File: config.mk
export PLATFORM = sky130hd
export DESIGN_NAME = banked_irq_ctrl
export DESIGN_NICKNAME = d
export VERILOG_FILES = /design/src/rtl/bicu_pkg.sv /design/src/rtl/bicu_addr_dec.sv /design/src/rtl/bicu_prio_enc.sv /design/src/rtl/bicu_bank.sv /design/src/rtl/banked_irq_ctrl.sv
export SDC_FILE = /design/constraint.sdc
export NUM_CORES = 1
export LEC_CHECK = 0
export BUFFER_PORTS_ARGS = -buffer_cell sky130_fd_sc_hd__buf_4
export CORE_MARGIN = 2
export CORE_UTILIZATION = 55
export CTS_CLUSTER_SIZE = 40
export DETAILED_ROUTE_END_ITERATION = 8
export GPL_ROUTABILITY_DRIVEN = 0
export PLACE_DENSITY_LB_ADDON = 0.25
export SYNTH_ARGS = -nofsm -noshare
export SYNTH_HDL_FRONTEND = slang
export SYNTH_SLANG_ARGS = --single-unit
File: constraint.sdc
create_clock -name clk -period 21.6 [get_ports clk]
set_input_delay 1.08 -clock clk [delete_from_list [all_inputs] [get_ports clk]]
set_output_delay 1.08 -clock clk [all_outputs]
set_load 0.1 [all_outputs]
File: src/rtl/bicu_pkg.sv
`timescale 1ns/1ps
package bicu_pkg;

  typedef enum logic [2:0] {
    SEL_STAT = 3'd0,
    SEL_EN   = 3'd1,
    SEL_PEND = 3'd2,
    SEL_SET  = 3'd3,
    SEL_MODE = 3'd4,
    SEL_NONE = 3'd7
  } reg_sel_e;

  localparam int unsigned BANK_STRIDE = 40;
  localparam int unsigned OFS_STAT    = 0;
  localparam int unsigned OFS_EN      = 8;
  localparam int unsigned OFS_PEND    = 16;
  localparam int unsigned OFS_SET     = 24;
  localparam int unsigned OFS_MODE    = 32;

endpackage

File: src/rtl/bicu_addr_dec.sv
`timescale 1ns/1ps
module bicu_addr_dec
  import bicu_pkg::*;
#(
  parameter int unsigned NUM_BANKS = 5,
  parameter int unsigned ADDR_W    = 8,
  parameter int unsigned BANK_W    = 3
) (
  input  logic [ADDR_W-1:0] addr_i,
  output logic              hit_o,
  output logic [BANK_W-1:0] bank_o,
  output reg_sel_e          sel_o
);

  logic [31:0] addr_ext;
  logic [31:0] ofs;
  logic        in_range;

  assign addr_ext = 32'(addr_i);

  always_comb begin
    in_range = 1'b0;
    bank_o   = '0;
    ofs      = '0;
    for (int b = 0; b < int'(NUM_BANKS); b++) begin
      if ((addr_ext >= 32'(b * BANK_STRIDE)) &&
          (addr_ext <  32'((b + 1) * BANK_STRIDE))) begin
        in_range = 1'b1;
        bank_o   = BANK_W'(b);
        ofs      = addr_ext - 32'(b * BANK_STRIDE);
      end
    end
  end

  always_comb begin
    sel_o = SEL_NONE;
    if (in_range) begin
      case (ofs)
        32'(OFS_STAT): sel_o = SEL_STAT;
        32'(OFS_EN):   sel_o = SEL_EN;
        32'(OFS_PEND): sel_o = SEL_PEND;
        32'(OFS_SET):  sel_o = SEL_SET;
        32'(OFS_MODE): sel_o = SEL_MODE;
        default:       sel_o = SEL_NONE;
      endcase
    end
  end

  assign hit_o = (sel_o != SEL_NONE);

endmodule

File: src/rtl/bicu_prio_enc.sv
`timescale 1ns/1ps
module bicu_prio_enc #(
  parameter int unsigned W     = 32,
  parameter int unsigned IDX_W = 5
) (
  input  logic [W-1:0]     vec_i,
  output logic [IDX_W-1:0] idx_o,
  output logic             vld_o
);

  // Scan upward so the highest set bit is the last one kept.
  always_comb begin
    idx_o = '0;
    for (int i = 0; i < int'(W); i++) begin
      if (vec_i[i]) idx_o = IDX_W'(i);
    end
  end

  assign vld_o = |vec_i;

endmodule

File: src/rtl/bicu_bank.sv
`timescale 1ns/1ps
module bicu_bank
  import bicu_pkg::*;
#(
  parameter int unsigned SRC_W  = 32,
  parameter int unsigned DATA_W = 32,
  parameter int unsigned IDX_W  = 5
) (
  input  logic              clk,
  input  logic              rst_n,
  input  logic [SRC_W-1:0]  src_i,
  input  logic              we_i,
  input  reg_sel_e          sel_i,
  input  logic [DATA_W-1:0] wdata_i,
  output logic [DATA_W-1:0] rdata_o,
  output logic              irq_o,
  output logic [IDX_W-1:0]  idx_o,
  output logic              vld_o
);

  logic [SRC_W-1:0] st_q, st_d;
  logic [SRC_W-1:0] en_q;
  logic [SRC_W-1:0] mode_q;
  logic             irq_q, irq_d;
  logic [SRC_W-1:0] pend;
  logic [SRC_W-1:0] wval;
  logic [SRC_W-1:0] clr_mask, set_mask;
  logic             wr_stat, wr_en, wr_set, wr_mode;

  assign wval    = wdata_i[SRC_W-1:0];
  assign wr_stat = we_i && (sel_i == SEL_STAT);
  assign wr_en   = we_i && (sel_i == SEL_EN);
  assign wr_set  = we_i && (sel_i == SEL_SET);
  assign wr_mode = we_i && (sel_i == SEL_MODE);

  // Next state: the sticky part is dropped by a write-one clear or by level
  // mode; sources and the set register are ORed in last, so they win.
  always_comb begin
    clr_mask = wr_stat ? wval : '0;
    set_mask = wr_set  ? wval : '0;
    st_d     = (st_q & ~clr_mask & ~mode_q) | src_i | set_mask;
  end

  assign pend  = st_q & en_q;
  assign irq_d = |pend;

  always_ff @(posedge clk or negedge rst_n) begin
    if (!rst_n) begin
      st_q   <= '0;
      en_q   <= '0;
      mode_q <= '0;
      irq_q  <= 1'b0;
    end else begin
      st_q  <= st_d;
      irq_q <= irq_d;
      if (wr_en)   en_q   <= wval;
      if (wr_mode) mode_q <= wval;
    end
  end

  always_comb begin
    case (sel_i)
      SEL_STAT: rdata_o = DATA_W'(st_q);
      SEL_EN:   rdata_o = DATA_W'(en_q);
      SEL_PEND: rdata_o = DATA_W'(pend);
      SEL_MODE: rdata_o = DATA_W'(mode_q);
      default:  rdata_o = '0;
    endcase
  end

  bicu_prio_enc #(.W(SRC_W), .IDX_W(IDX_W)) u_enc (
    .vec_i (pend),
    .idx_o (idx_o),
    .vld_o (vld_o)
  );

  assign irq_o = irq_q;

  AST_SRC_SETS_STATUS: assert property (@(posedge clk) disable iff (!rst_n)
    (|src_i) |=> ((st_q & $past(src_i)) == $past(src_i)));

  AST_W1C_CLEARS: assert property (@(posedge clk) disable iff (!rst_n)
    wr_stat |=> ((st_q & $past(wval & ~src_i)) == '0));

  AST_IRQ_RISES: assert property (@(posedge clk) disable iff (!rst_n)
    (|pend) |=> irq_o);

  AST_IRQ_FALLS: assert property (@(posedge clk) disable iff (!rst_n)
    (pend == '0) |=> !irq_o);

  AST_IDX_HIGHEST: assert property (@(posedge clk) disable iff (!rst_n)
    vld_o |-> (pend[idx_o] && (((pend >> idx_o) >> 1) == '0)));

  AST_LEVEL_FOLLOWS: assert property (@(posedge clk) disable iff (!rst_n)
    !wr_set |=> ((st_q & $past(mode_q & ~src_i)) == '0));

endmodule

File: src/rtl/banked_irq_ctrl.sv
`timescale 1ns/1ps
module banked_irq_ctrl
  import bicu_pkg::*;
#(
  parameter int unsigned NUM_BANKS = 5,
  parameter int unsigned SRC_W     = 32,
  parameter int unsigned DATA_W    = 32,
  parameter int unsigned ADDR_W    = 8,
  parameter int unsigned IDX_W     = 5
) (
  input  logic                       clk,
  input  logic                       rst_n,
  input  logic                       reg_we,
  input  logic [ADDR_W-1:0]          reg_addr,
  input  logic [DATA_W-1:0]          reg_wdata,
  output logic [DATA_W-1:0]          reg_rdata,
  input  logic [NUM_BANKS*SRC_W-1:0] src_req,
  output logic [NUM_BANKS-1:0]       irq_req,
  output logic [NUM_BANKS*IDX_W-1:0] top_idx,
  output logic [NUM_BANKS-1:0]       top_vld
);

  localparam int unsigned BANK_W = (NUM_BANKS > 1) ? $clog2(NUM_BANKS) : 1;

  // Reset synchronizer: assert asynchronously, release on the clock.
  logic [1:0] rst_sync_q;
  logic       rst_int_n;

  always_ff @(posedge clk or negedge rst_n) begin
    if (!rst_n) rst_sync_q <= 2'b00;
    else        rst_sync_q <= {rst_sync_q[0], 1'b1};
  end
  assign rst_int_n = rst_sync_q[1];

  logic              dec_hit;
  logic [BANK_W-1:0] dec_bank;
  reg_sel_e          dec_sel;

  bicu_addr_dec #(
    .NUM_BANKS (NUM_BANKS),
    .ADDR_W    (ADDR_W),
    .BANK_W    (BANK_W)
  ) u_dec (
    .addr_i (reg_addr),
    .hit_o  (dec_hit),
    .bank_o (dec_bank),
    .sel_o  (dec_sel)
  );

  logic [DATA_W-1:0] bank_rdata [NUM_BANKS];

  for (genvar b = 0; b < int'(NUM_BANKS); b++) begin : g_bank
    logic bank_we;
    assign bank_we = reg_we && dec_hit && (dec_bank == BANK_W'(b));

    bicu_bank #(
      .SRC_W  (SRC_W),
      .DATA_W (DATA_W),
      .IDX_W  (IDX_W)
    ) u_bank (
      .clk     (clk),
      .rst_n   (rst_int_n),
      .src_i   (src_req[b*SRC_W +: SRC_W]),
      .we_i    (bank_we),
      .sel_i   (dec_sel),
      .wdata_i (reg_wdata),
      .rdata_o (bank_rdata[b]),
      .irq_o   (irq_req[b]),
      .idx_o   (top_idx[b*IDX_W +: IDX_W]),
      .vld_o   (top_vld[b])
    );
  end

  always_comb begin
    reg_rdata = '0;
    for (int b = 0; b < int'(NUM_BANKS); b++) begin
      if (dec_hit && (dec_bank == BANK_W'(b))) reg_rdata = bank_rdata[b];
    end
  end

  AST_RESET_QUIET: assert property (@(posedge clk) disable iff (!rst_n)
    $rose(rst_int_n) |-> (irq_req == '0));

endmodule

==> flow_summary.ini, run 1 <==
[outcome]
status = finished, final reports clean

[synthesis]
synth_xor_area_share_pct = 0.0633
synthAdderAreaFrac_pct = 0.542
yosys.area.top_type = dfrtp_1
syn-instance-count = 2816
synth_edf_count = 0
netlist_area_mm2 = 0.0277
yosysSeqAreaShare_pct = 44.0
synth_area_leaders = dfrtp_1 44%, mux2_2 9.4%, a21oi_1 6.0%
yosys.area_share.simple_pct = 11.8
synth_nets = 3031
synth_ff_type = dfrtp_1
yosysTopAreaCellShare_pct = 44.0
ys_types = 75
synth.mux.area_fraction_pct = 12.0
ys_ff_latch = 487
synth_top_family_by_area = compound AO/OA/AOI/OAI gates
ys_async_sr_fraction_pct = 100
synth.most_common_cell = dfrtp_1
avgSynthCellArea_um2 = 9.83
netlist_top_cells_count = 487 x dfrtp_1, 330 x a21oi_1, 294 x nand2_1
synth-compound-area-share_pct = 27.2
yosys_warnings = 0

[global_route]
grt_pass1_vias = 24300
grt_use_met2_pct = 56.5
grt_max_degree = 81
grt_pass1_wl_um = 145000
busiest_layer = met2
grt.overflow.total = 0
use_met1_pct = 46.8
met3_usage_pct = 6.08
grt_use_total_pct = 35.8
antenna_found_initial = 0

[sta]
hold_ws_ns = 0.225
final_max_slew_viol_count = 0
hold_viol_final = 0
finalCritPeriodShare_pct = 40.7
finalSetupTns_ns = 0
setup_viol = 0
rsz0062_at_grt = false
relSlewSlack_pct = 17.9
fin_worst_skew_ns = 0.0106
finalCriticalPeriod_ns = 8.78
fmaxAchievable_ghz = 0.114
max_slew.worst_pin.slew_ns = 1.23

[layout]
register_area_mm2 = 0.0122
nNetsFinal = 3155
n_antenna_cell = 0
drive_gt1_share_pct = 22.7
multiInputGateArea_mm2 = 0.0144
fill_cells = 4053
fin_cells = 3657
syn2layout_area_growth_pct = 14.5

[worst_setup_path]
r2r-start = rst_sync_q[1]
path_cells = buf_4, clkinv_1, ha_1, inv_1, ha_1, inv_1, a31o_2, and2_1, o221ai_4, buf_4, nand3_4, nor3_4, buf_4, buf_4, nand2_1, o21ai_0, o211ai_1, a211oi_1, buf_4
worstPathArrival_ns = 7.70
cp-end-kind = primary output
worst_ep_required_time_ns = 20.52
cp-start-kind = input port
path_class = input port to primary output
cp-startpoint = reg_addr[6]
worstPathMaxFanout = 80
slowest_delay_ns = 0.86
critPathSlowestCell = buf_4
crit_top_cell = buf_4

[die]
core_mm2 = 0.0500
die_w_um = 228
die_h_um = 228
rows = 82
dieArea_mm2 = 0.0521
initial_core_util_pct = 55.4
io_pins = 270

[route]
remaining_drc_errors = 0
dr_total_vias = 25100
ant_nets = 0
routed_wl_um = 95400
first_pass_iters = 9
vias_per_cell = 6.88
wl_per_cell_um = 26.1
drt_iter0_drc = 3297

[place]
hpwl_um = 64100
place_inst = 3556
port_buffers = 269

[power_and_ir_drop]
peakVddDrop_mv = 0.0637
powerDensity_mw_per_mm2 = 70.8
p_leak_nw = 14.3

[clock_network]
h-tree-depth = 2
ctsResizeCount = 0
cts_tree = built
numClockSinks = 487
cts-root-buf = clkbuf_16
path_clk_slew_ns = 0.06
cts_hold_buf = 0
cts_buffers = 54
ctsLongestPathBuffers = 3
clkLatencyLatePin_ns = 0.63
cts_setup_buffers = 0

[hold_path]
hp-class = input port to asynchronous set/reset pin

[flow_run]
maxCapViolCount = 0
## sequential cells by signal (all words and copies together) (netlist names)
register and cells:
g_bank.u_bank.en_q 160, g_bank.u_bank.mode_q 160, g_bank.u_bank.st_q 160, g_bank.u_bank.irq_o 5, rst_sync_q 2
## path summary, 6_finish.rpt
path | endpoint | slack, ns | cells after the start
setup / recovery | reg_rdata[12] | 12.82 | 19
max in group asynchronous | g_bank[4].u_bank.st_q[1] | 18.73 | 2
setup reg to reg | g_bank[4].u_bank.st_q[1] | 18.73 | 2
hold reg to reg | rst_sync_q[1] | 0.35 | 0
hold / removal | rst_sync_q[1] | 0.22 | 1
min in group clk | rst_sync_q[1] | 0.35 | 0
## cell type report
type | count | area share [%]
clock inverter | 17 | 0.564
timing repair buffer | 308 | 7.29
multi-input combinational | 2056 | 45.5
sequential | 487 | 38.5
tap | 672 | 2.65
clock buffer | 84 | 5.13
inverter | 33 | 0.391
## worst max-delay path, delay by kind of cell
family,cells,cell delay [ns]
buffers and inverters,8,2.95
AND/OR/NAND/NOR,4,1.46
AO/OA/AOI/OAI,5,1.43
adder cells (fa/ha/maj),2,0.71
## where the power goes
| group | switching (W) | total [W] | internal (W) |
|---|---|---|---|
| Clock | 0.000395 | 0.000947 | 0.000552 |
| Sequential | 0.0000139 | 0.000940 | 0.000926 |
| Combinational | 0.000260 | 0.000356 | 0.0000962 |
| Total | 0.000668 | 0.00224 | 0.00157 |
## cells in the final DEF (no fill, tap or decap), types with 12 or more instances in the layout
cell       count
a211o_1      176
a211oi_1      23
a21o_1        29
a21oi_1      330
a221oi_1      59
a22oi_1       77
a31oi_1       25
a32o_1        14
and2_1        23
buf_4        308
clkbuf_1      15
clkbuf_16     55
clkbuf_8      14
clkinv_2      12
dfrtp_1      486
ha_1          12
inv_1         32
mux2_1        64
mux2_2       230
nand2_1      294
nand2b_1     152
nand3_1       51
nor2_1        67
o211a_1       22
o211ai_1     119
o21ai_0       90
o22ai_1       16
## per-stage QoR
stage               worst slack, ns  total power (W)  utilization, %  cell area (µm²)
global route                  12.50          0.00230            63.4            31700
detailed placement            13.07          0.00130            59.8            29900
global placement              13.26          0.00130            59.8            29900
finish                        12.82          0.00224            63.4            31700
floorplan                      7.02          0.00119               -            27700
CTS                           13.08          0.00224            63.4            31700
## per-layer routing
layer | vias to the layer above | wire, µm
met5 | - | 0
met4 | 0 | 6010
met3 | 343 | 9540
met2 | 1647 | 43900
met1 | 12400 | 36000
li1 | 10800 | -
## kinds of logic (layout without fill, tap and decap cells)
| group | count (synthesis) | in the layout |
|---|---|---|
| mux | 294 | 294 |
| other cells | 1 | 1 |
| flops | 487 | 487 |
| simple gates | 665 | 665 |
| fa+ha+maj | 12 | 12 |
| buf+inv | 273 | 442 |
| xor+xnor | 2 | 2 |
| compound gates | 1082 | 1082 |
Note: power is estimated with default switching activity, not from simulation.
==> run 2, diff against run 1 <==
==> constraint.sdc (replaced) <==
create_clock -name clk -period 8.5 [get_ports clk]
set_input_delay 0.425 -clock clk [delete_from_list [all_inputs] [get_ports clk]]
set_output_delay 0.425 -clock clk [all_outputs]
set_load 0.1 [all_outputs]
==> flow_summary.ini, run 2 (synthesized netlist as in run 1, its figures left out) <==
[outcome]
status = finished, final reports clean

[clock_network]
numClockSinks = 487
h-tree-depth = 2
cts_setup_buffers = 0
ctsLongestPathBuffers = 3
cts-root-buf = clkbuf_16
path_clk_slew_ns = 0.06
cts_tree = built
clkLatencyLatePin_ns = 0.62
ctsResizeCount = 0
cts_buffers = 53

[global_route]
grt_max_degree = 155
grt.overflow.total = 0
antenna_found_initial = 3
grt_use_total_pct = 36.6
grt_pass1_vias = 25000
grt_pass1_wl_um = 148000

[sta]
final_max_slew_viol_count = 0
finalSetupTns_ns = 0
relSlewSlack_pct = 11.5
rsz0062_at_grt = false
hold_viol_final = 0
finalCritPeriodShare_pct = 78.8
setup_viol = 0
finalCriticalPeriod_ns = 6.70
fin_worst_skew_ns = 0.0210
fmaxAchievable_ghz = 0.149
max_slew.worst_pin.slew_ns = 1.33

[worst_setup_path]
path_class = input port to primary output
timing.rr.end = g_bank[3].u_bank.mode_q[24]
crit_family = simple AND/OR/NAND/NOR gates
path_cells = buf_4, clkinv_1, ha_1, inv_1, ha_1, nor2_1, nor3_1, o221ai_4, buf_4, nor3_4, buf_4, and3_2, buf_12, a221oi_1, a21oi_1, nor4bb_1, buf_4
cp-end-kind = primary output
crit_top_cell = buf_4
cp-start-kind = input port
rr_worst_depth = 2
reg2reg_slack_ns = 5.91
critPathSlowestCell = and3_2
worstPathMaxFanout = 70
worstPathArrival_ns = 6.28
worst_ep_required_time_ns = 8.08
r2r-start = rst_sync_q[1]
cp_num_buf_inv = 7
slowest_delay_ns = 0.94

[die]
initial_core_util_pct = 55.4
io_pins = 270
die_w_um = 228
rows = 82
die_h_um = 228
dieArea_mm2 = 0.0521
core_mm2 = 0.0500

[place]
hpwl_um = 64700
port_buffers = 269

[power_and_ir_drop]
internal-power_w = 0.00396
powerDensity_mw_per_mm2 = 174
p_comb_share_pct = 16.5
seqPwrFrac_pct = 42.3
p_leak_nw = 14.6
switchingPower_w = 0.00168
peakVddDrop_mv = 0.169
p_clk_share_pct = 41.2
switching_share_pct = 29.8

[layout]
register_area_mm2 = 0.0122
final_core_util_pct = 65.0
nNetsFinal = 3235
syn2layout_area_growth_pct = 17.3
final_cell_mix = 486 x dfrtp_1, 330 x a21oi_1, 304 x buf_4
reg_top3 = g_bank.u_bank.en_q x160, g_bank.u_bank.mode_q x160, g_bank.u_bank.st_q x160
multiInputGateArea_mm2 = 0.0144
layout_commonest_cell = dfrtp_1
drive_gt1_share_pct = 22.0
fill_cells = 4045

[route]
routed_wl_um = 97200
remaining_drc_errors = 0
wl_per_cell_um = 26.0
first_pass_iters = 8
drt_iter0_drc = 3560
vias_per_cell = 6.83
ant_nets = 0
dr_total_vias = 25500

[hold_path]
hold_path_depth = 2
hold_path_end = g_bank[1].u_bank.st_q[28]
hp-class = input port to flip-flop
holdCritStartpoint = src_req[60]

[flow_run]
maxCapViolCount = 0
[run 2: changes by cell type in the layout (fill, tap and decap cells not counted), moves of 2 or more]
cell,before,now
clkbuf_16,55,53
clkbuf_8,14,9
clkinv_4,0,2
dlygate4sd3_1,0,81
buf_12,0,4
buf_4,308,304
clkinv_2,12,10
clkbuf_1,15,12
[run 2: per-stage QoR]
stage                     worst slack [ns]  total power (W)  cells  area [µm²]  hold slack, ns
after floorplan                      0.567          0.00303   2816       27700           0.129
after global placement                2.15          0.00330   3556       29900           0.209
after detailed placement              2.03          0.00331   3556       29900           0.210
after CTS                             2.03          0.00564   3729       32500        0.000494
after global routing                  1.64          0.00579   3730       32500          0.0111
final                                 1.80          0.00565   3730       32500         0.00651
[run 2: layer usage]
metal / GRT usage, % / wire length (µm) / up-vias
met5: 0 / 28 / -
met4: 19.4 / 5720 / 4
met3: 8.22 / 10800 / 351
met2: 57.6 / 44400 / 1688
met1: 47.4 / 36200 / 12500
li1: - / - / 11000
[run 2: cell type report]
class	count	area share [%]
clock inverter	18	0.632
multi-input combinational	2056	44.5
sequential	487	37.6
antenna	1	0.00771
clock buffer	74	4.61
tap	672	2.59
inverter	33	0.382
timing repair buffer	389	9.78
[run 2: power by group through the flow]
stage                     sequential (W)  clock (W)  combinational (W)
final                            0.00239    0.00232           0.000932
after CTS                        0.00239    0.00234           0.000916
after global placement           0.00243          0           0.000872
after floorplan                  0.00245          0           0.000579
after global routing             0.00239    0.00243           0.000972
after detailed placement         0.00243          0           0.000883
[run 2: worst max path at each step]
| stage | startpoint | end | cells after the start |
|---|---|---|---|
| floorplan | rst_sync_q[1] | g_bank[0].u_bank.en_q[0] | 0 |
| global placement | reg_addr[6] | reg_rdata[16] | 17 |
| detailed placement | reg_addr[6] | reg_rdata[16] | 17 |
| CTS | reg_addr[6] | reg_rdata[16] | 17 |
| global route | reg_addr[6] | reg_rdata[16] | 17 |
| finish | reg_addr[6] | reg_rdata[16] | 17 |
[run 2: repair_timing]
item	CTS	global route
setup endpoints to repair	0	0
endpoints found under the hold margin	82	0
hold buffers	81	0
